<file path="src/rtl/gpio_pkg.sv">
package gpio_pkg;
  localparam int unsigned OFF_W = 4;

  typedef enum logic [3:0] {
    OFF_DIR   = 4'd0,
    OFF_LATCH = 4'd1,
    OFF_LEVEL = 4'd2,
    OFF_FALL  = 4'd3,
    OFF_RISE  = 4'd4,
    OFF_PEND  = 4'd5,
    OFF_SETM  = 4'd6,
    OFF_CLRM  = 4'd7
  } regOff_t;

  typedef enum logic [2:0] {
    SEL_ZERO, SEL_DIR, SEL_LATCH, SEL_LEVEL, SEL_FALL, SEL_RISE, SEL_PEND
  } readSel_t;

  typedef struct packed {
    logic dirWr;
    logic latchWr;
    logic fallWr;
    logic riseWr;
    logic pendWr;
    logic setWr;
    logic clrWr;
  } gpioStrobes_t;
endpackage

</file>
<file path="src/rtl/gpio_ctrl.sv">
module gpio_ctrl
  import gpio_pkg::*;
#(
  parameter int unsigned AW = OFF_W
) (
  input  logic          busEn,
  input  logic          busWe,
  input  logic [AW-1:0] busAddr,
  output gpioStrobes_t  strobes,
  output readSel_t      readSel
);
  localparam int unsigned MAPPED = 8;

  logic inMap;
  logic doWr;

  assign inMap = (busAddr < AW'(MAPPED));
  assign doWr  = busEn && busWe && inMap;

  always_comb begin
    strobes = '0;
    if (doWr) begin
      unique case (busAddr[2:0])
        OFF_DIR[2:0]:   strobes.dirWr   = 1'b1;
        OFF_LATCH[2:0]: strobes.latchWr = 1'b1;
        OFF_FALL[2:0]:  strobes.fallWr  = 1'b1;
        OFF_RISE[2:0]:  strobes.riseWr  = 1'b1;
        OFF_PEND[2:0]:  strobes.pendWr  = 1'b1;
        OFF_SETM[2:0]:  strobes.setWr   = 1'b1;
        OFF_CLRM[2:0]:  strobes.clrWr   = 1'b1;
        default:        strobes         = '0;
      endcase
    end
  end

  always_comb begin
    readSel = SEL_ZERO;
    if (inMap) begin
      unique case (busAddr[2:0])
        OFF_DIR[2:0]:   readSel = SEL_DIR;
        OFF_LATCH[2:0]: readSel = SEL_LATCH;
        OFF_LEVEL[2:0]: readSel = SEL_LEVEL;
        OFF_FALL[2:0]:  readSel = SEL_FALL;
        OFF_RISE[2:0]:  readSel = SEL_RISE;
        OFF_PEND[2:0]:  readSel = SEL_PEND;
        default:        readSel = SEL_ZERO;
      endcase
    end
  end
endmodule

</file>
<file path="src/rtl/gpio_datapath.sv">
module gpio_datapath
  import gpio_pkg::*;
#(
  parameter int unsigned NPINS   = 16,
  parameter int unsigned SYNC_ST = 2
) (
  input  logic             clk,
  input  logic             rstN,
  input  gpioStrobes_t     strobes,
  input  readSel_t         readSel,
  input  logic [NPINS-1:0] wdata,
  input  logic [NPINS-1:0] pinIn,
  input  logic [NPINS-1:0] altMode,
  input  logic [NPINS-1:0] altOut,
  output logic [NPINS-1:0] rdata,
  output logic [NPINS-1:0] pinOut,
  output logic [NPINS-1:0] pinOe,
  output logic [NPINS-1:0] latchQ,
  output logic             irq
);
  logic [NPINS-1:0] dirQ, fallEnQ, riseEnQ, pendQ, prevQ, levelQ;
  logic [NPINS-1:0] syncQ [SYNC_ST];
  logic [NPINS-1:0] riseHit, fallHit, pendNext;

  // input synchronizer chain
  genvar s;
  generate
    for (s = 0; s < SYNC_ST; s++) begin : g_sync
      always_ff @(posedge clk or negedge rstN) begin
        if (!rstN) syncQ[s] <= '0;
        else if (s == 0) syncQ[s] <= pinIn;
        else syncQ[s] <= syncQ[(s == 0) ? 0 : s-1];
      end
    end
  endgenerate

  assign levelQ = syncQ[SYNC_ST-1];

  always_ff @(posedge clk or negedge rstN) begin
    if (!rstN) prevQ <= '0;
    else       prevQ <= levelQ;
  end

  assign riseHit  = levelQ & ~prevQ & riseEnQ;
  assign fallHit  = ~levelQ & prevQ & fallEnQ;
  // an edge arriving together with a clear keeps the bit set
  assign pendNext = (strobes.pendWr ? (pendQ & ~wdata) : pendQ) | riseHit | fallHit;

  always_ff @(posedge clk or negedge rstN) begin
    if (!rstN) begin
      dirQ    <= '0;
      latchQ  <= '0;
      fallEnQ <= '0;
      riseEnQ <= '0;
      pendQ   <= '0;
    end else begin
      pendQ <= pendNext;
      if (strobes.dirWr)   dirQ    <= wdata;
      if (strobes.fallWr)  fallEnQ <= wdata;
      if (strobes.riseWr)  riseEnQ <= wdata;
      if (strobes.latchWr) latchQ  <= wdata;
      else if (strobes.setWr) latchQ <= latchQ | wdata;
      else if (strobes.clrWr) latchQ <= latchQ & ~wdata;
    end
  end

  // per-pin output source selection
  genvar p;
  generate
    for (p = 0; p < NPINS; p++) begin : g_pin
      assign pinOut[p] = altMode[p] ? altOut[p] : latchQ[p];
    end
  endgenerate

  assign pinOe = dirQ;
  assign irq   = |pendQ;

  always_comb begin
    unique case (readSel)
      SEL_DIR:   rdata = dirQ;
      SEL_LATCH: rdata = latchQ;
      SEL_LEVEL: rdata = levelQ;
      SEL_FALL:  rdata = fallEnQ;
      SEL_RISE:  rdata = riseEnQ;
      SEL_PEND:  rdata = pendQ;
      default:   rdata = '0;
    endcase
  end
endmodule

</file>
<file path="src/rtl/gpio_irq_ctrl.sv">
module gpio_irq_ctrl
  import gpio_pkg::*;
#(
  parameter int unsigned NPINS = 16,
  parameter int unsigned AW    = OFF_W
) (
  input  logic             clk,
  input  logic             rstN,
  input  logic             busEn,
  input  logic             busWe,
  input  logic [AW-1:0]    busAddr,
  input  logic [NPINS-1:0] busWdata,
  output logic [NPINS-1:0] busRdata,
  input  logic [NPINS-1:0] pinIn,
  output logic [NPINS-1:0] pinOut,
  output logic [NPINS-1:0] pinOe,
  input  logic [NPINS-1:0] altMode,
  input  logic [NPINS-1:0] altOut,
  output logic             irq
);
  gpioStrobes_t     strobes;
  readSel_t         readSel;
  logic [NPINS-1:0] latchQ;

  gpio_ctrl #(.AW(AW)) u_ctrl (
    .busEn(busEn), .busWe(busWe), .busAddr(busAddr),
    .strobes(strobes), .readSel(readSel)
  );

  gpio_datapath #(.NPINS(NPINS), .SYNC_ST(2)) u_dp (
    .clk(clk), .rstN(rstN), .strobes(strobes), .readSel(readSel),
    .wdata(busWdata), .pinIn(pinIn), .altMode(altMode), .altOut(altOut),
    .rdata(busRdata), .pinOut(pinOut), .pinOe(pinOe), .latchQ(latchQ), .irq(irq)
  );
endmodule

</file>
<file path="config.mk">
export PLATFORM = sky130hd
export DESIGN_NAME = gpio_irq_ctrl
export DESIGN_NICKNAME = d
export VERILOG_FILES = /design/src/rtl/gpio_pkg.sv /design/src/rtl/gpio_ctrl.sv /design/src/rtl/gpio_datapath.sv /design/src/rtl/gpio_irq_ctrl.sv
export SDC_FILE = /design/constraint.sdc
export NUM_CORES = 1
export LEC_CHECK = 0
export BUFFER_PORTS_ARGS = -buffer_cell sky130_fd_sc_hd__buf_2
export CAP_MARGIN = 20
export CORE_UTILIZATION = 25
export CTS_CLUSTER_SIZE = 20
export DETAILED_ROUTE_END_ITERATION = 16
export GPL_TIMING_DRIVEN = 0
export SLEW_MARGIN = 30
export SYNTH_ARGS = -nofsm -noshare
export SYNTH_HDL_FRONTEND = slang
export SYNTH_SLANG_ARGS = --single-unit
</file>
<file path="constraint.sdc">
create_clock -name clk -period 1.55 [get_ports clk]
set_input_delay 0.155 -clock clk [delete_from_list [all_inputs] [get_ports clk]]
set_output_delay 0.155 -clock clk [all_outputs]
set_load 0.01 [all_outputs]
</file>
==> qor.yml <==
max_slew_margin: 0.538
netlist_area_mm2: 0.00596
ctsLongestPathBuffers: 2
synthXorXnorAreaFrac: 0
leakage_nw: 3.78
cts_buffers: 17
clk_pin_slew_ns: 0.06
grt_pass1_wl_mm: 27.4
peakVddDrop_mv: 0.566
cts_tree: "yes"
synth_top_area_cell: "dfrtp_1"
clkLatencyLatePin_ns: 0.42
fin_util: 0.351
post-route-period-util: 1.13
fin_crit_ns: 1.75
syn_inst: 472
tightest_slew_ns: 0.692
synth-simple-area-share: 0.104
final_area_mm2: 0.00820
drt_iter0_drc: 252
fin_skew_ns: 0.00579
antenna_left: 0
failed_checks: "negative setup slack"
synth.distinct_cells: 39
drv_slew: 0
num_vias: 4595
reg2reg_depth: 4
powerDensity_mw_per_mm2: 1260
critPathLaunchType: "register"
rsz0062_at_grt: "true"
dr.pass1.iters: 4
status: "finished with violations"
hold_ws_ns: 0.0548
dp_hpwl_mm: 12.0
drcViolationCount: 0
gp_congestion: 0.813
hold_class: "input pin to register"
dieArea_mm2: 0.0245
grt_pass1_vias: 4617
grt-ovfl-total: 0
worstHoldPathCells: 2
grt_antenna_before_repair: 0
worst_slack_ns: -0.204
start_util: 0.255
syn-num-nets: 544
die_y_um: 156
dp_slack_ns: -0.720
cts_sinks: 128
synth_ff_type: "dfrtp_1"
avgSynthCellArea_um2: 12.6
synth_warnings: 0
synthMuxAreaShare: 0.203
synthAdderAreaFrac: 0
synth_compound_area_frac: 0.117
maxCapViolCount: 0
postPlaceCellArea_mm2: 0.00700
wl_per_cell_um: 18.2
cts.htree.levels: 4
async_reset_ff_frac: 1.00
critPathArrivalTime_ns: 1.60
seq_area_frac_synth: 0.537
vias_per_cell: 4.66
clock.fmax_mhz: 570
synth_area_leaders: "dfrtp_1 (54%), mux2_2 (10%), mux2i_1 (7.1%)"
io_buffers: 120
final_nets: 727
synth_top_family_by_area: "multiplexers"
core_mm2: 0.0234
finalSetupViolCount: 7
rrSetupSlack_ns: 0.36
diodes: 0
worst_ep_required_time_ns: 1.39
synth-seq-cells: 128
syn2layout_area_growth_pct: 37.7
fin_setup_tns_ns: -0.663
clockRootBuffer: "clkbuf_16"
synth_edf_count: 0
wl_mm: 17.9
drive_above_1_share: 0.438
grt_util_all_layers: 0.156
hold_violations: 0
pin_count: 121
synth_top_area_frac: 0.537
endpoint_kind: "output port"
die_width_um: 156
rows: 56
worst-setup-path-type: "register to output port"
crit_path_max_fanout: 3
grt_max_degree: 68
## worst max-delay path, cell delays in order, from the launching register on
cell and delay [ns]:
dfrtp_1 0.41, mux4_2 0.48, nand2_2 0.09, o21ai_2 0.06, buf_2 0.14
## kinds of logic after synthesis
group | count (synthesis)
flip-flops | 128
multiplexers | 107
AND/OR/NAND/NOR | 99
AO/OA/AOI/OAI | 95
buffers and inverters | 43
## timing repair
action / 4_1_cts / 5_1_grt
cloned: 1 / 0
buffers inserted: 20 / 8
resized for setup: 44 / 27
endpoints found under the setup margin: 26 / 39
hold buffers: 17 / 0
pin swaps: 6 / 11
hold endpoints to repair: 77 / 0
## cell usage in the layout, fill, tap and decap left out, types with 3 or more instances in the layout
cell type      count
or3_4              3
bufinv_16          5
inv_1             18
buf_4             31
clkbuf_16         17
buf_2            121
nand2_1           19
buf_6              8
o31ai_1           16
nand2b_1          16
nand3b_1          17
dlygate4sd3_1     17
mux2_2            53
o21ai_1            3
clkbuf_1           4
buf_8              4
buf_12             3
a21oi_1           15
o211ai_1          16
nor4_2             3
o21ai_2           13
o22a_1            13
and2_1            16
nor2_1             3
a221o_1           15
nand3_1            4
mux2_4            10
mux2i_1           42
dfrtp_1          127
nand4_1            3
nand2_2            3
## per-stage QoR
| step | power [mW] | std cells |
|---|---|---|
| 5_1_grt | 10.8 | 986 |
| 3_5_place_dp | 5.76 | 912 |
| 4_1_cts | 10.4 | 978 |
| 2_1_floorplan | 5.05 | 472 |
| 3_3_place_gp | 5.70 | 911 |
| 6_report | 10.4 | 986 |
## worst paths after layout
check,to,from
worst max register to register,register,register
worst max-delay path,busRdata[8],u_dp.pendQ[8]
worst min register to register,u_dp.levelQ[15],u_dp.syncQ[31]
min in group asynchronous,u_dp.pinOe[3],rstN
max in group asynchronous,u_dp.pendQ[9],rstN
worst min-delay path,u_dp.fallEnQ[6],busWdata[6]
## power by group
part | total (mW) | switching [mW] | leakage, nW | internal, mW
clock | 4.40 | 1.47 | 0.309 | 2.92
combinational | 1.78 | 0.795 | 1.95 | 0.981
sequential | 4.18 | 0.386 | 1.53 | 3.79
total | 10.4 | 2.66 | 3.78 | 7.70
## Yosys cell counts (5+ instances only)
cell	n
a221o_1	15
o31ai_1	16
nand3b_1	17
mux2_4	10
nand2_1	22
mux2_2	53
o211ai_1	16
buf_2	8
mux2i_1	42
nor4_1	5
clkbuf_1	7
and2_1	16
o21ai_0	17
dfrtp_1	128
a21oi_1	15
nand2b_1	16
inv_1	18
o22a_1	13
## layer usage
layer  wire length, µm  vias up  part of all wire  GRT usage
li1                  -     2109                 -          -
met1              8140     2299              0.45      0.210
met2              8180      163              0.46      0.235
met3              1300       24             0.073     0.0485
met4               284        0             0.016     0.0546
met5                 0        -                 0          0
## final cells by class
type                            instances  area, µm²
Buffer                                 22        228
Clock buffer                           21        460
Clock inverter                         10        184
Fill cell                            2376      15200
Inverter                               18       67.6
Multi-Input combinational cell        302       2630
Sequential cell                       128       3200
Tap cell                              319        399
Timing Repair Buffer                  166       1030
(Power assumes the default switching activity.)
